===== src/rtl/uart_baud_pkg.sv =====
package uart_baud_pkg;

    localparam int BYTE_W   = 8;
    localparam int DIV_W    = 13;
    localparam int FINE_W   = 5;
    localparam int OVS_RATE = 16;

    typedef enum logic [1:0] {
        SEL_DIV_HI = 2'd0,
        SEL_DIV_LO = 2'd1,
        SEL_FINE   = 2'd2,
        SEL_NONE   = 2'd3
    } cfg_sel_e;

    // Join staged upper bits and the low byte into one divisor.
    function automatic logic [DIV_W-1:0] join_div(
        input logic [DIV_W-BYTE_W-1:0] upper,
        input logic [BYTE_W-1:0]       lower
    );
        return {upper, lower};
    endfunction

endpackage


===== src/rtl/baud_cfg_regs.sv =====
module baud_cfg_regs
    import uart_baud_pkg::*;
#(
    parameter int REG_W  = BYTE_W,
    parameter int SBR_W  = DIV_W,
    parameter int FRAC_W = FINE_W
) (
    input  logic              clk,
    input  logic              rst,
    input  logic              wr_en,
    input  logic [1:0]        wr_sel,
    input  logic [REG_W-1:0]  wr_data,
    output logic [SBR_W-1:0]  div_q,
    output logic [FRAC_W-1:0] fine_q,
    output logic              commit
);
    localparam int UP_W = SBR_W - REG_W;

    cfg_sel_e         sel;
    logic [UP_W-1:0]  upper_stage;

    assign sel    = cfg_sel_e'(wr_sel);
    assign commit = wr_en && (sel == SEL_DIV_LO);

    always_ff @(posedge clk) begin
        if (rst) begin
            upper_stage <= '0;
            div_q       <= '0;
            fine_q      <= '0;
        end else if (wr_en) begin
            unique case (sel)
                SEL_DIV_HI: upper_stage <= wr_data[UP_W-1:0];
                SEL_DIV_LO: div_q       <= join_div(upper_stage, wr_data);
                SEL_FINE:   fine_q      <= wr_data[FRAC_W-1:0];
                default:    ;
            endcase
        end
    end

endmodule


===== src/rtl/baud_frac_phase.sv =====
module baud_frac_phase #(
    parameter int FRAC_W = 5
) (
    input  logic              clk,
    input  logic              rst,
    input  logic              clear,
    input  logic              advance,
    input  logic [FRAC_W-1:0] fine,
    output logic              stretch
);
    logic [FRAC_W-1:0] phase_q;
    logic [FRAC_W:0]   sum;

    assign sum     = {1'b0, phase_q} + {1'b0, fine};
    assign stretch = sum[FRAC_W];

    always_ff @(posedge clk) begin
        if (rst || clear)
            phase_q <= '0;
        else if (advance)
            phase_q <= sum[FRAC_W-1:0];
    end

endmodule


===== src/rtl/baud_tick_div.sv =====
module baud_tick_div #(
    parameter int SBR_W = 13
) (
    input  logic             clk,
    input  logic             rst,
    input  logic             clear,
    input  logic [SBR_W-1:0] div,
    input  logic             stretch,
    output logic             tick
);
    localparam int CNT_W = SBR_W + 1;

    logic [CNT_W-1:0] cnt_q;
    logic [CNT_W-1:0] last;
    logic             live;

    assign live = (div != '0);
    assign last = {1'b0, div} + {{(CNT_W-1){1'b0}}, stretch} - {{(CNT_W-1){1'b0}}, 1'b1};
    // Greater-or-equal keeps the period bounded if the fine value shrinks mid-period.
    assign tick = live && (cnt_q >= last);

    always_ff @(posedge clk) begin
        if (rst || clear || !live)
            cnt_q <= '0;
        else if (tick)
            cnt_q <= '0;
        else
            cnt_q <= cnt_q + 1'b1;
    end

endmodule


===== src/rtl/baud_bit_count.sv =====
module baud_bit_count #(
    parameter int OVS = 16
) (
    input  logic clk,
    input  logic rst,
    input  logic clear,
    input  logic sample_tick,
    output logic bit_tick
);
    localparam int SUB_W = (OVS > 1) ? $clog2(OVS) : 1;
    localparam logic [SUB_W-1:0] SUB_LAST = SUB_W'(OVS - 1);

    logic [SUB_W-1:0] sub_q;

    assign bit_tick = sample_tick && (sub_q == SUB_LAST);

    generate
        if ((1 << SUB_W) == OVS) begin : g_pow2
            always_ff @(posedge clk) begin
                if (rst || clear)
                    sub_q <= '0;
                else if (sample_tick)
                    sub_q <= sub_q + 1'b1;
            end
        end else begin : g_any
            always_ff @(posedge clk) begin
                if (rst || clear)
                    sub_q <= '0;
                else if (sample_tick)
                    sub_q <= (sub_q == SUB_LAST) ? '0 : sub_q + 1'b1;
            end
        end
    endgenerate

endmodule


===== src/rtl/uart_frac_baud_gen.sv =====
module uart_frac_baud_gen
    import uart_baud_pkg::*;
#(
    parameter int REG_W  = BYTE_W,
    parameter int SBR_W  = DIV_W,
    parameter int FRAC_W = FINE_W,
    parameter int OVS    = OVS_RATE
) (
    input  logic             clk,
    input  logic             rst,
    input  logic             cfg_wr_en,
    input  logic [1:0]       cfg_wr_sel,
    input  logic [REG_W-1:0] cfg_wr_data,
    output logic             sample_tick,
    output logic             bit_tick
);
    logic [SBR_W-1:0]  sbr_q;
    logic [FRAC_W-1:0] fine_q;
    logic              commit;
    logic              stretch;

    baud_cfg_regs #(
        .REG_W (REG_W),
        .SBR_W (SBR_W),
        .FRAC_W(FRAC_W)
    ) u_cfg (
        .clk    (clk),
        .rst    (rst),
        .wr_en  (cfg_wr_en),
        .wr_sel (cfg_wr_sel),
        .wr_data(cfg_wr_data),
        .div_q  (sbr_q),
        .fine_q (fine_q),
        .commit (commit)
    );

    baud_frac_phase #(
        .FRAC_W(FRAC_W)
    ) u_phase (
        .clk    (clk),
        .rst    (rst),
        .clear  (commit),
        .advance(sample_tick),
        .fine   (fine_q),
        .stretch(stretch)
    );

    baud_tick_div #(
        .SBR_W(SBR_W)
    ) u_div (
        .clk    (clk),
        .rst    (rst),
        .clear  (commit),
        .div    (sbr_q),
        .stretch(stretch),
        .tick   (sample_tick)
    );

    baud_bit_count #(
        .OVS(OVS)
    ) u_bits (
        .clk        (clk),
        .rst        (rst),
        .clear      (commit),
        .sample_tick(sample_tick),
        .bit_tick   (bit_tick)
    );

endmodule


===== config.mk =====
export PLATFORM = sky130hd
export DESIGN_NAME = uart_frac_baud_gen
export DESIGN_NICKNAME = d
export VERILOG_FILES = /design/src/rtl/uart_baud_pkg.sv /design/src/rtl/baud_cfg_regs.sv /design/src/rtl/baud_frac_phase.sv /design/src/rtl/baud_tick_div.sv /design/src/rtl/baud_bit_count.sv /design/src/rtl/uart_frac_baud_gen.sv
export SDC_FILE = /design/constraint.sdc
export NUM_CORES = 1
export LEC_CHECK = 0
export ABC_AREA = 1
export ABC_CLOCK_PERIOD_IN_PS = 3800
export BUFFER_PORTS_ARGS = -buffer_cell sky130_fd_sc_hd__buf_2
export CORE_MARGIN = 2
export CORE_UTILIZATION = 60
export DETAILED_ROUTE_END_ITERATION = 10
export PLACE_DENSITY_LB_ADDON = 0.3
export SYNTH_ARGS = -nofsm -noshare
export SYNTH_HDL_FRONTEND = slang
export SYNTH_SLANG_ARGS = --single-unit

===== constraint.sdc =====
create_clock -name clk -period 3.8 [get_ports clk]
set_input_delay 0.57 -clock clk [delete_from_list [all_inputs] [get_ports clk]]
set_output_delay 0.57 -clock clk [all_outputs]
set_load 0.02 [all_outputs]

# After elaboration in Yosys (flattened, before gate mapping)
# Cells that the tools add are included.
# classes
addsub,5
order_cmp,1
n_eq_ne,3
reduce_logical,12
# op_table
cell,n
adder 13 x 1 -> 14 bit,1
"adder 14 x 1 -> 14 bit, second input constant",1
>= comparator 14 bit,1
"subtractor 14 x 1 -> 14 bit, second input constant",1
nonzero test 13 bit,1
adder 5 x 5 -> 6 bit,1
AND reduction 2 bit,3
"adder 4 x 1 -> 4 bit, second input constant",1
"== test 4 bit, second input constant",1
logical AND 1 bit,3
"== test 2 x 1 -> 1 bit, second input constant",1
"== test 2 bit, second input constant",1
zero test 2 bit,1
logical OR 1 bit,2
OR reduction 2 bit,1
zero test 1 bit,1
# word_totals
register_bits,46
inputBits,13

# Longest topological paths before layout
# depth
word_depth,6
depth_mapped,26
ltp_nobuf,26

# Cells and area by module
# From an unflattened synthesis, not the netlist that was laid out.
# hier_totals
hier_cells,442
hier_area_um2,2936.6
# modules_own_cells
module,n_inst,cells_per_inst,area_per_inst_um2
baud_tick_div,1,210,1382.6
baud_cfg_regs,1,150,984.7
baud_frac_phase,1,56,389.1
baud_bit_count,1,26,180.2

# Worst setup path before layout
# Ideal clock, no wire load.
# synth_timing
path_kind,register to output
from,register u_cfg.fine_q[2]
to,output port bit_tick
arrival_time_ns,3.115
required_time_ns,3.230
setup_slack_ns,0.115
path_stages_with_launch,23
n_path_buf,0
cell_sequence,dfxtp_1 ha_1 nand3_1 nand3_1 nand2_1 nand2_1 a21oi_1 ha_1 nand2_1 nor2_1 nand3_1 nor2_1 nand2_1 xor2_1 ha_1 nand2_1 nor2_1 inv_1 nor2_1 nand2_1 nand2_2 nand2_4 nor2_1
# synth_via
elab_chain_cells,6
# synth_rtl
item,line_no,source
from (decl),baud_cfg_regs.sv:14,"output logic [FRAC_W-1:0] fine_q,"
from (signal assigned),baud_cfg_regs.sv:34,SEL_FINE: fine_q <= wr_data[FRAC_W-1:0];
adder 5 x 5 -> 6 bit,baud_frac_phase.sv:14,"assign sum = {1'b0, phase_q} + {1'b0, fine};"
adder 13 x 1 -> 14 bit,baud_tick_div.sv:18,"assign last = {1'b0, div} + {{(CNT_W-1){1'b0}}, stretch} - {{(CNT_W-1){1'b0}}, 1'b1};"
subtractor 14 x 1 -> 14 bit,baud_tick_div.sv:18,
>= comparator 14 bit,baud_tick_div.sv:20,assign tick = live && (cnt_q >= last);
logical AND 1 bit,baud_tick_div.sv:20,
logical AND 1 bit,baud_bit_count.sv:15,assign bit_tick = sample_tick && (sub_q == SUB_LAST);
to (decl),uart_frac_baud_gen.sv:15,output logic bit_tick
# No other way between the ends.

# Worst setup path in the final report
# Same ends and word-level chain as after synthesis.

==> results by group <==
Outcome
  – Status: finished, violations left
  – Violated checks: negative setup slack

Timing
  – Slew Limit Fails: 0
  – Fmax: around 260 MHz
  – Final worst-path cycle share: 102.7%
  – Rel. slew slack: around 64%
  – Worst slew pin tran: roughly 0.53 ns
  – RSZ-0062 raised after global routing: true
  – Final hold violations: 0
  – Setup-failing EPs final: 2
  – Fin crit period: roughly 3.9 ns
  – Hold WS: 0.4681 ns
  – Setup ws final: -0.1032 ns
  – Worst Skew: 0.006508 ns

Critical path
  – Crit path kind: register to output pin
  – CP Capture Type: output pin
  – Number of buffers and inverters on the critical path: 2
  – Critical-path top delay cell: dfxtp_2
  – Crit path largest cell delay: 0.34 ns
  – Worst path required time: 3.23 ns
  – CP cell instances: ha_4 -> nand2_2 -> nand3_2 -> nand2_1 -> nand2_1 -> a21oi_2 -> ha_2 -> nand3_2 -> nor4_4 -> nand3_2 -> xor2_1 -> ha_1 -> nand2_1 -> nor2_2 -> inv_1 -> nor2_2 -> nand2_1 -> nand2_2 -> nand2_4 -> nor2_4 -> buf_6
  – Crit Path Max Fanout: 3
  – Crit path DAT: 3.33 ns
  – CP most frequent cell: nand2_1
  – CP top delay family: simple AND/OR/NAND/NOR gates
  – CP Launch Type: register

Route
  – M1 WL: ~2500 µm
  – Top layer in use: met4
  – Met3 WL: around 190 µm
  – WL per Instance: ~12 µm
  – Antenna Nets Post-Route: 0
  – Vias: ~2300
  – Initial DRC Count: between 100 and 150
  – Routed WL: around 5500 µm
  – Drt first pass iters: 4
  – WL met2: about 2800 µm
  – Vias per inst: approximately 5.2
  – # DRC: 0

Synthesis
  – Sequential share of the synthesized area: between 30% and 40%
  – Mean Syn Cell Area: between 7 and 8 µm²
  – Syn. warnings: 0
  – Library cells used by synthesis: 26
  – Netlist Area Pre-Place: between 2000 and 3000 µm²
  – Syn nets: 400
  – Post-Syn Instances: about 360
  – Synth Register Bits: 46

Floorplan
  – DIE AREA: about 4900 µm²
  – DIE WIDTH: approximately 70 µm
  – IO Pins: 15
  – Initial Util: 61.25%
  – Die extent in y: ~70 µm
  – FP Rows: 24
  – CORE AREA: between 4000 and 5000 µm²

Placement
  – Final HPWL DP: roughly 3600 µm
  – Port buffer count: 14
  – Post-placement cell count: between 400 and 500
  – GP Congestion: just under 0.8
  – Dpl ws: around 0.038 ns

Pwr
  – Max VDD drop: roughly 0.25 mV
  – Cell area power density: approximately 340 nW/µm²
  – Pleak: approximately 1.4 nW

Finish
  – Layout cell share with drive strength beyond 1: 18.27%
  – Most frequent cells in the layout: nand2_1, nor2_1, inv_1
  – Util after Layout: a little under three quarters
  – Multi-input gate area: around 1600 µm²
  – Fin cells: around 450
  – Nets: 430
  – Commonest non-fill, non-tap cell in the layout: nand2_1
  – Antenna diode count: 0
  – Area taken by flip-flops and latches: ~930 µm²
  – Filler Cell Count: roughly 330
  – P&R area growth vs syn: 17.51%

Global route
  – Vias in the first global route: about 2100
  – GRT Resource Usage Total: between 20% and 30%
  – First-pass GRT wire length: between 9000 and 10000 µm
  – Initial antenna violation count: 0
  – GR Overflow Total: 0
  – Largest net degree at the start of global routing: 25

CTS
  – CTS tree: built
  – Clock-pin slew on the worst setup and hold paths: ~0.090 ns
  – Total CTS buffers: 5
  – Skew-Pair Late Insertion Delay: around 0.3 ns
  – Max clock buf depth: 2
  – CTS Hold Bufs: 0
  – CTS sink count: 46
  – Clock root cell: clkbuf_8
  – H-tree levels: 2

Worst hold path
  – Hold Crit Class: register to register

Job
  – Max Cap Viol: 0
-- sequential cells by signal (all words and copies together), names as in the netlist --
| name | flops |
|---|---|
| u_bits.sub_q | 4 |
| u_cfg.div_q | 13 |
| u_cfg.fine_q | 5 |
| u_cfg.upper_stage | 5 |
| u_div.cnt_q | 14 |
| u_phase.phase_q | 5 |
-- worst reg2reg max path, cell delays in order, from the launching register on --
cell,delay (ns)
dfxtp_2,0.34
ha_4,0.25
nand2_2,0.06
nand3_2,0.08
nand2_1,0.07
nand2_1,0.06
a21oi_2,0.17
ha_2,0.22
nand3_2,0.09
nor4_4,0.29
nand3_2,0.12
xor2_1,0.15
ha_1,0.31
nand2_1,0.09
nor2_2,0.05
buf_4,0.13
a21oi_2,0.14
nand2_2,0.09
nand2_4,0.09
inv_2,0.05
buf_4,0.12
buf_4,0.15
nor2_1,0.11
nor2_1,0.05
-- power by group --
part           total [W]  internal [W]  switching, W
clock           0.000364      0.000196      0.000169
sequential      0.000504      0.000494     0.0000104
combinational   0.000195     0.0000780      0.000117
total            0.00106      0.000767      0.000296
-- cell usage after synthesis --
cell | n | area, µm²
nor2_2 | 4 | 25.02
nand4_1 | 6 | 37.54
xnor2_1 | 6 | 52.55
ha_1 | 23 | 287.8
fa_1 | 1 | 20.02
inv_1 | 45 | 168.9
nand2_4 | 1 | 11.26
nand3_4 | 1 | 17.52
nor2_1 | 54 | 202.7
nand2_1 | 84 | 315.3
buf_6 | 1 | 11.26
a211oi_1 | 8 | 60.06
inv_2 | 1 | 3.750
nor3_1 | 2 | 10.01
clkbuf_1 | 4 | 15.01
nand2_2 | 1 | 6.260
o21ai_0 | 1 | 5.000
a21oi_1 | 23 | 115.1
buf_2 | 2 | 10.01
nand3_1 | 23 | 115.1
xor2_1 | 19 | 166.4
nand3b_1 | 3 | 22.52
nand3_2 | 1 | 10.01
dfxtp_1 | 46 | 920.9
buf_4 | 1 | 7.510
nor4_1 | 2 | 12.51
-- per-layer routing --
| layer | global-route usage [%] | vias up |
|---|---|---|
| li1 | - | 1215 |
| met1 | 30.44 | 1048 |
| met2 | 39.05 | 49 |
| met3 | 4.473 | 6 |
| met4 | 6.624 | 0 |
| met5 | 0 | - |
-- kinds of logic after synthesis --
family | after synthesis | share of synthesized area (%)
xor gates and xnor gates | 25 | 8.325
adders and majority gates | 24 | 11.70
and+or+nand+nor | 182 | 29.88
buffers and inverters | 54 | 8.230
AOI/OAI and AO/OA | 32 | 6.851
DFF | 46 | 35.01
-- path summary, 6_finish.rpt --
check,slack (ns),cells past startpoint,end,from
hold / removal,0.47,2,u_cfg.upper_stage[2],u_cfg.upper_stage[2]
setup reg to reg,0.38,23,u_phase.phase_q[1],u_cfg.fine_q[2]
setup / recovery,-0.10,21,bit_tick,u_cfg.fine_q[2]
hold reg to reg,0.47,2,u_cfg.upper_stage[2],u_cfg.upper_stage[2]
-- cell type report --
cell class,instances,share of cell area [%]
multi-input combinational,263,51.86
sequential,46,29.96
timing repair buffer,31,6.802
inverter,46,5.587
clock buffer,5,2.227
tap,52,2.105
clock inverter,3,1.457
-- per-stage QoR --
| step | TNS [ns] | total power [W] | cell area (µm²) |
|---|---|---|---|
| after floorplan | 0 | 0.0006393 | 2630 |
| after global placement | 0 | 0.0006726 | 2766 |
| after detailed placement | 0 | 0.0006773 | 2766 |
| after CTS | -0.009197 | 0.001055 | 3024 |
| after global routing | -0.6110 | 0.001113 | 3090 |
| final | -0.1820 | 0.001063 | 3090 |
-- repair_timing --
item                       4_1_cts  5_1_grt
hold endpoints to repair         0        0
pin swaps                       14       13
setup buffers                    8        3
gates resized for setup         21       10
setup endpoints to repair        2        2
No activity file was read; power rests on OpenSTA's default activity.
